[src/rtl/rxf_pkg.sv]
package rxf_pkg;
  localparam logic [31:0] CRC_POLY = 32'hEDB88320;
  localparam logic [31:0] CRC_SEED = 32'hFFFFFFFF;

  // One byte of the reflected CRC-32, lsb first, no final inversion.
  function automatic logic [31:0] crc_byte(input logic [31:0] c, input logic [7:0] d);
    logic [31:0] r;
    r = c ^ {24'd0, d};
    for (int i = 0; i < 8; i++) begin
      r = r[0] ? ((r >> 1) ^ CRC_POLY) : (r >> 1);
    end
    return r;
  endfunction
endpackage

[src/rtl/rxf_crc_acc.sv]
module rxf_crc_acc
  import rxf_pkg::*;
(
  input  logic        clk,
  input  logic        rst_n,
  input  logic        en,
  input  logic        first,
  input  logic [7:0]  data,
  output logic [31:0] crc_nxt
);
  logic [31:0] crc_q;

  assign crc_nxt = crc_byte(first ? CRC_SEED : crc_q, data);

  always_ff @(posedge clk or negedge rst_n) begin
    if (!rst_n)  crc_q <= CRC_SEED;
    else if (en) crc_q <= crc_nxt;
  end
endmodule

[src/rtl/rxf_addr_track.sv]
module rxf_addr_track #(
  parameter int N_BYTES = 6,
  localparam int CW = $clog2(N_BYTES + 1)
) (
  input  logic               clk,
  input  logic               rst_n,
  input  logic               beat,
  input  logic               last,
  input  logic [7:0]         data,
  input  logic [8*N_BYTES-1:0] station,
  output logic               addr_beat,
  output logic               first_beat,
  output logic               final_beat,
  output logic               ones_nxt,
  output logic               match_nxt,
  output logic               grp_nxt
);
  logic [CW-1:0] pos_q;
  logic          ones_q, match_q, grp_q;
  logic [7:0]    sta_b [N_BYTES];
  logic [7:0]    sta_sel;

  for (genvar k = 0; k < N_BYTES; k++) begin : g_sta
    assign sta_b[k] = station[8*k +: 8];
  end

  always_comb begin
    sta_sel = 8'h00;
    for (int k = 0; k < N_BYTES; k++)
      if (pos_q == CW'(k)) sta_sel = sta_b[k];
  end

  logic in_addr, at_first;
  assign in_addr    = pos_q < CW'(N_BYTES);
  assign at_first   = pos_q == '0;
  assign addr_beat  = beat && in_addr;
  assign first_beat = at_first;
  assign final_beat = beat && (pos_q == CW'(N_BYTES - 1));
  assign ones_nxt   = (at_first || ones_q) && (data == 8'hFF);
  assign match_nxt  = (at_first || match_q) && (data == sta_sel);
  assign grp_nxt    = at_first ? data[0] : grp_q;

  always_ff @(posedge clk or negedge rst_n) begin
    if (!rst_n) begin
      pos_q   <= '0;
      ones_q  <= 1'b0;
      match_q <= 1'b0;
      grp_q   <= 1'b0;
    end else if (beat) begin
      if (last)         pos_q <= '0;
      else if (in_addr) pos_q <= pos_q + 1'b1;
      if (in_addr) begin
        ones_q  <= ones_nxt;
        match_q <= match_nxt;
        grp_q   <= grp_nxt;
      end
    end
  end

  p_pos_range_r8: assert property (@(posedge clk) disable iff (!rst_n)
    pos_q <= CW'(N_BYTES));
  p_restart_r8: assert property (@(posedge clk) disable iff (!rst_n)
    (beat && last) |=> (pos_q == '0));
  p_idle_hold_r2: assert property (@(posedge clk) disable iff (!rst_n)
    !beat |=> $stable(pos_q));
endmodule

[src/rtl/rxf_filter.sv]
module rxf_filter #(
  parameter int N_BYTES   = 6,
  parameter int HASH_BITS = 6,
  localparam int HASH_W   = 1 << HASH_BITS
) (
  input  logic                 clk,
  input  logic                 rst_n,
  input  logic                 in_valid,
  output logic                 in_ready,
  input  logic [7:0]           in_data,
  input  logic                 in_last,
  input  logic                 cfg_promisc,
  input  logic                 cfg_bcast,
  input  logic                 cfg_mcast,
  input  logic [8*N_BYTES-1:0] station_addr,
  input  logic [HASH_W-1:0]    hash_table,
  output logic                 dec_valid,
  output logic                 dec_accept
);
  logic beat, addr_beat, first_beat, final_beat;
  logic ones_nxt, match_nxt, grp_nxt;
  logic [31:0] crc_nxt;
  logic [HASH_BITS-1:0] hidx;
  logic accept_c;

  assign in_ready = rst_n;
  assign beat     = in_valid && in_ready;

  rxf_addr_track #(.N_BYTES(N_BYTES)) u_track (
    .clk(clk), .rst_n(rst_n), .beat(beat), .last(in_last), .data(in_data),
    .station(station_addr), .addr_beat(addr_beat), .first_beat(first_beat),
    .final_beat(final_beat), .ones_nxt(ones_nxt), .match_nxt(match_nxt),
    .grp_nxt(grp_nxt)
  );

  rxf_crc_acc u_crc (
    .clk(clk), .rst_n(rst_n), .en(addr_beat), .first(first_beat),
    .data(in_data), .crc_nxt(crc_nxt)
  );

  assign hidx = crc_nxt[31 -: HASH_BITS];

  always_comb begin
    if (cfg_promisc)   accept_c = 1'b1;
    else if (ones_nxt) accept_c = cfg_bcast;
    else if (grp_nxt)  accept_c = cfg_mcast && hash_table[hidx];
    else               accept_c = match_nxt;
  end

  always_ff @(posedge clk or negedge rst_n) begin
    if (!rst_n) begin
      dec_valid  <= 1'b0;
      dec_accept <= 1'b0;
    end else begin
      dec_valid  <= final_beat;
      dec_accept <= final_beat && accept_c;
    end
  end

  p_single_strobe_r1: assert property (@(posedge clk) disable iff (!rst_n)
    dec_valid |=> !dec_valid);
  p_promisc_accept_r3: assert property (@(posedge clk) disable iff (!rst_n)
    (final_beat && cfg_promisc) |=> (dec_valid && dec_accept));
  p_bcast_off_r4: assert property (@(posedge clk) disable iff (!rst_n)
    (final_beat && !cfg_promisc && ones_nxt && !cfg_bcast) |=> !dec_accept);
  p_mcast_off_r5: assert property (@(posedge clk) disable iff (!rst_n)
    (final_beat && !cfg_promisc && !ones_nxt && grp_nxt && !cfg_mcast) |=> !dec_accept);
  p_accept_qual_r1: assert property (@(posedge clk) disable iff (!rst_n)
    dec_accept |-> dec_valid);
endmodule

[config.mk]
export PLATFORM = sky130hd
export DESIGN_NAME = rxf_filter
export DESIGN_NICKNAME = d
export VERILOG_FILES = /design/src/rtl/rxf_pkg.sv /design/src/rtl/rxf_crc_acc.sv /design/src/rtl/rxf_addr_track.sv /design/src/rtl/rxf_filter.sv
export SDC_FILE = /design/constraint.sdc
export NUM_CORES = 1
export LEC_CHECK = 0
export CAP_MARGIN = 5
export CORE_MARGIN = 10
export CORE_UTILIZATION = 50
export DETAILED_ROUTE_END_ITERATION = 16
export DONT_BUFFER_PORTS = 1
export GPL_TIMING_DRIVEN = 0
export SYNTH_ARGS = -nofsm -noshare
export SYNTH_HDL_FRONTEND = slang
export SYNTH_SLANG_ARGS = --single-unit
[constraint.sdc]
create_clock -name clk -period 5.1 [get_ports clk]
set_input_delay 0.765 -clock clk [delete_from_list [all_inputs] [get_ports clk]]
set_output_delay 0.765 -clock clk [all_outputs]
set_load 0.01 [all_outputs]
==> flow_summary.ini <==
[grt]
grt_max_degree = 44
antenna_found_initial = 0
grt_pass1_vias = 3454
grt_use_total = 0.195
overflow = 0
grt_pass1_wl_um = 18200

[clock_network]
clockRootBuffer = clkbuf_8
clk_latency_ns = 0.30
clock_path_buffers = 2
post_cts_buffers = 0
clk_pin_slew_worst_paths_ns = 0.09
cts_hold_buf = 0
clock_sinks = 40
htree_levels = 2
numCtsBuffers = 5
ctsResizeCount = 0
cts_tree = yes

[timing]
fin_skew_ns = 0.00998
tns_ns = 0
setup_violations = 0
max-slew-margin-rel = 0.494
rsz0062_at_grt = false
timing.fmax_mhz = 277
tightest_slew_ns = 0.753
period_share = 0.708
drv_slew = 0
hold_viol_final = 0
finalCriticalPeriod_ns = 3.61

[final_layout]
nNetsFinal = 579
final_util = 0.549
area_growth_pct = 6.40
fill_cells = 738
regArea_mm2 = 0.00104
final_cell_mix = xnor2_1, nor2_1, o21ai_0, nand2_1, dfstp_2
layout-drive-gt1-share = 0.204
diodes = 0
layout_commonest_cell = xnor2_1
multi_input_area_mm2 = 0.00277

[route]
wl_per_cell_um = 21.0
wl_um = 11500
drtIter0Drc = 176
viasPerCell = 5.82
dr_total_vias = 3197
dr.pass1.iters = 4
drc = 0
ant_nets = 0

[synthesis]
synth-main-ff-cell = dfstp_2
synth_fp_nets = 572
synthArstFlopShare = 1.00
synth_edf_count = 0
syn_avg_cell_area_um2 = 9.11
yosysWarnings = 0
syn-cell-area_mm2 = 0.00401
synth_seq_cells = 40
synthCells = 440
ys_seq_area_frac = 0.260
yosysUniqueCellTypes = 49

[critical_path]
end_kind = flip-flop
r2r_start = u_track.pos_q[1]
crit_arrival_ns = 3.81
reg2reg_to = dec_accept
crit_fanout = 9
crit_type = flip-flop to flip-flop
rr_worst_depth = 13
startpoint_type = flip-flop
cp.required_ns = 5.30
r2r_setup_slack_ns = 1.49

[status]
status = finished clean

[floorplan]
num_rows = 32
io_pins = 130
die_area_mm2 = 0.0120
die_y_um = 110
die_w_um = 110
core_mm2 = 0.00777
initial_utilization = 0.516

[placement]
port_buffers = 0
dp_hpwl_um = 9090
gp_congestion = 0.854

[flow_run]
maxCapViolCount = 0

[worst_hold_path]
hold_path.class = primary input to asynchronous set/reset pin
## synthesized netlist by cell type (8+ instances only)
library cell,number,area share
o21ai_0,46,0.057
xnor2_1,65,0.14
nand2_1,40,0.037
xor2_1,26,0.057
dfrtp_1,8,0.050
mux2i_1,10,0.025
nand4_1,8,0.012
buf_2,13,0.016
a21oi_1,17,0.021
dfstp_2,32,0.21
nor2_1,48,0.045
mux4_2,11,0.062
clkbuf_1,17,0.016
nor2b_1,10,0.016
## critical path, cell delays in order (launching register included)
cell,delay [ns]
dfrtp_1,0.45
ha_1,0.21
ha_1,0.18
clkbuf_1,0.19
or2_2,0.31
clkbuf_1,0.20
o32ai_1,0.32
o21ai_0,0.17
xnor2_1,0.15
nor4_1,0.33
o211ai_1,0.14
nor4_1,0.44
a311oi_1,0.16
o32ai_1,0.25
## worst max path at each step
stage                           startpoint         end  slack [ns]  cells past startpoint
after global placement          in_data[1]  dec_accept        1.46                     11
after CTS                 u_track.pos_q[1]  dec_accept        1.50                     13
after floorplan                 in_data[3]  dec_accept        1.93                     11
after global routing      u_track.pos_q[1]  dec_accept        1.23                     13
final                     u_track.pos_q[1]  dec_accept        1.49                     13
after detailed placement        in_data[3]  dec_accept        1.47                     11
## per-layer routing
layer / up-vias / global-route usage / share of wire
met2: 114 / 0.339 / 0.50
met4: 0 / 0.0418 / 0.014
met5: - / 0 / 0
met3: 15 / 0.0609 / 0.081
met1: 1535 / 0.231 / 0.41
li1: 1533 / - / -
## layout make-up
type | count | area share
tap | 102 | 0.0299
sequential | 40 | 0.244
clock inverter | 2 | 0.0141
multi-input combinational | 360 | 0.649
inverter | 4 | 0.00352
buffer | 36 | 0.0434
clock buffer | 5 | 0.0161
## logic make-up after synthesis
logic type	after synthesis	share of synthesized area
AO/OA/AOI/OAI	92	0.135
XOR/XNOR	103	0.262
adder cells (fa/ha/maj)	5	0.0156
buffers and inverters	40	0.0500
flip-flops	40	0.260
multiplexers	29	0.121
AND/OR/NAND/NOR	131	0.157
## stage by stage
| step | area, um2 | worst slack, ns | std cells | hold slack [ns] |
|---|---|---|---|---|
| final | 4260 | 1.49 | 549 | 0.144 |
| after CTS | 4260 | 1.50 | 549 | 0.140 |
| after floorplan | 4010 | 1.93 | 440 | 0.445 |
| after global placement | 4140 | 1.46 | 542 | 0.458 |
| after detailed placement | 4140 | 1.47 | 542 | 0.471 |
| after global routing | 4260 | 1.23 | 549 | 0.133 |
## flip-flops by register name (all words and copies together) (netlist names)
signal           flops
u_track.match_q      1
u_crc.crc_q         32
u_track.ones_q       1
dec_accept           1
dec_valid            1
u_track.pos_q        3
u_track.grp_q        1
Power is not shown: default switching activity piles up to over one toggle a cycle in this logic, so the estimate is an artifact.
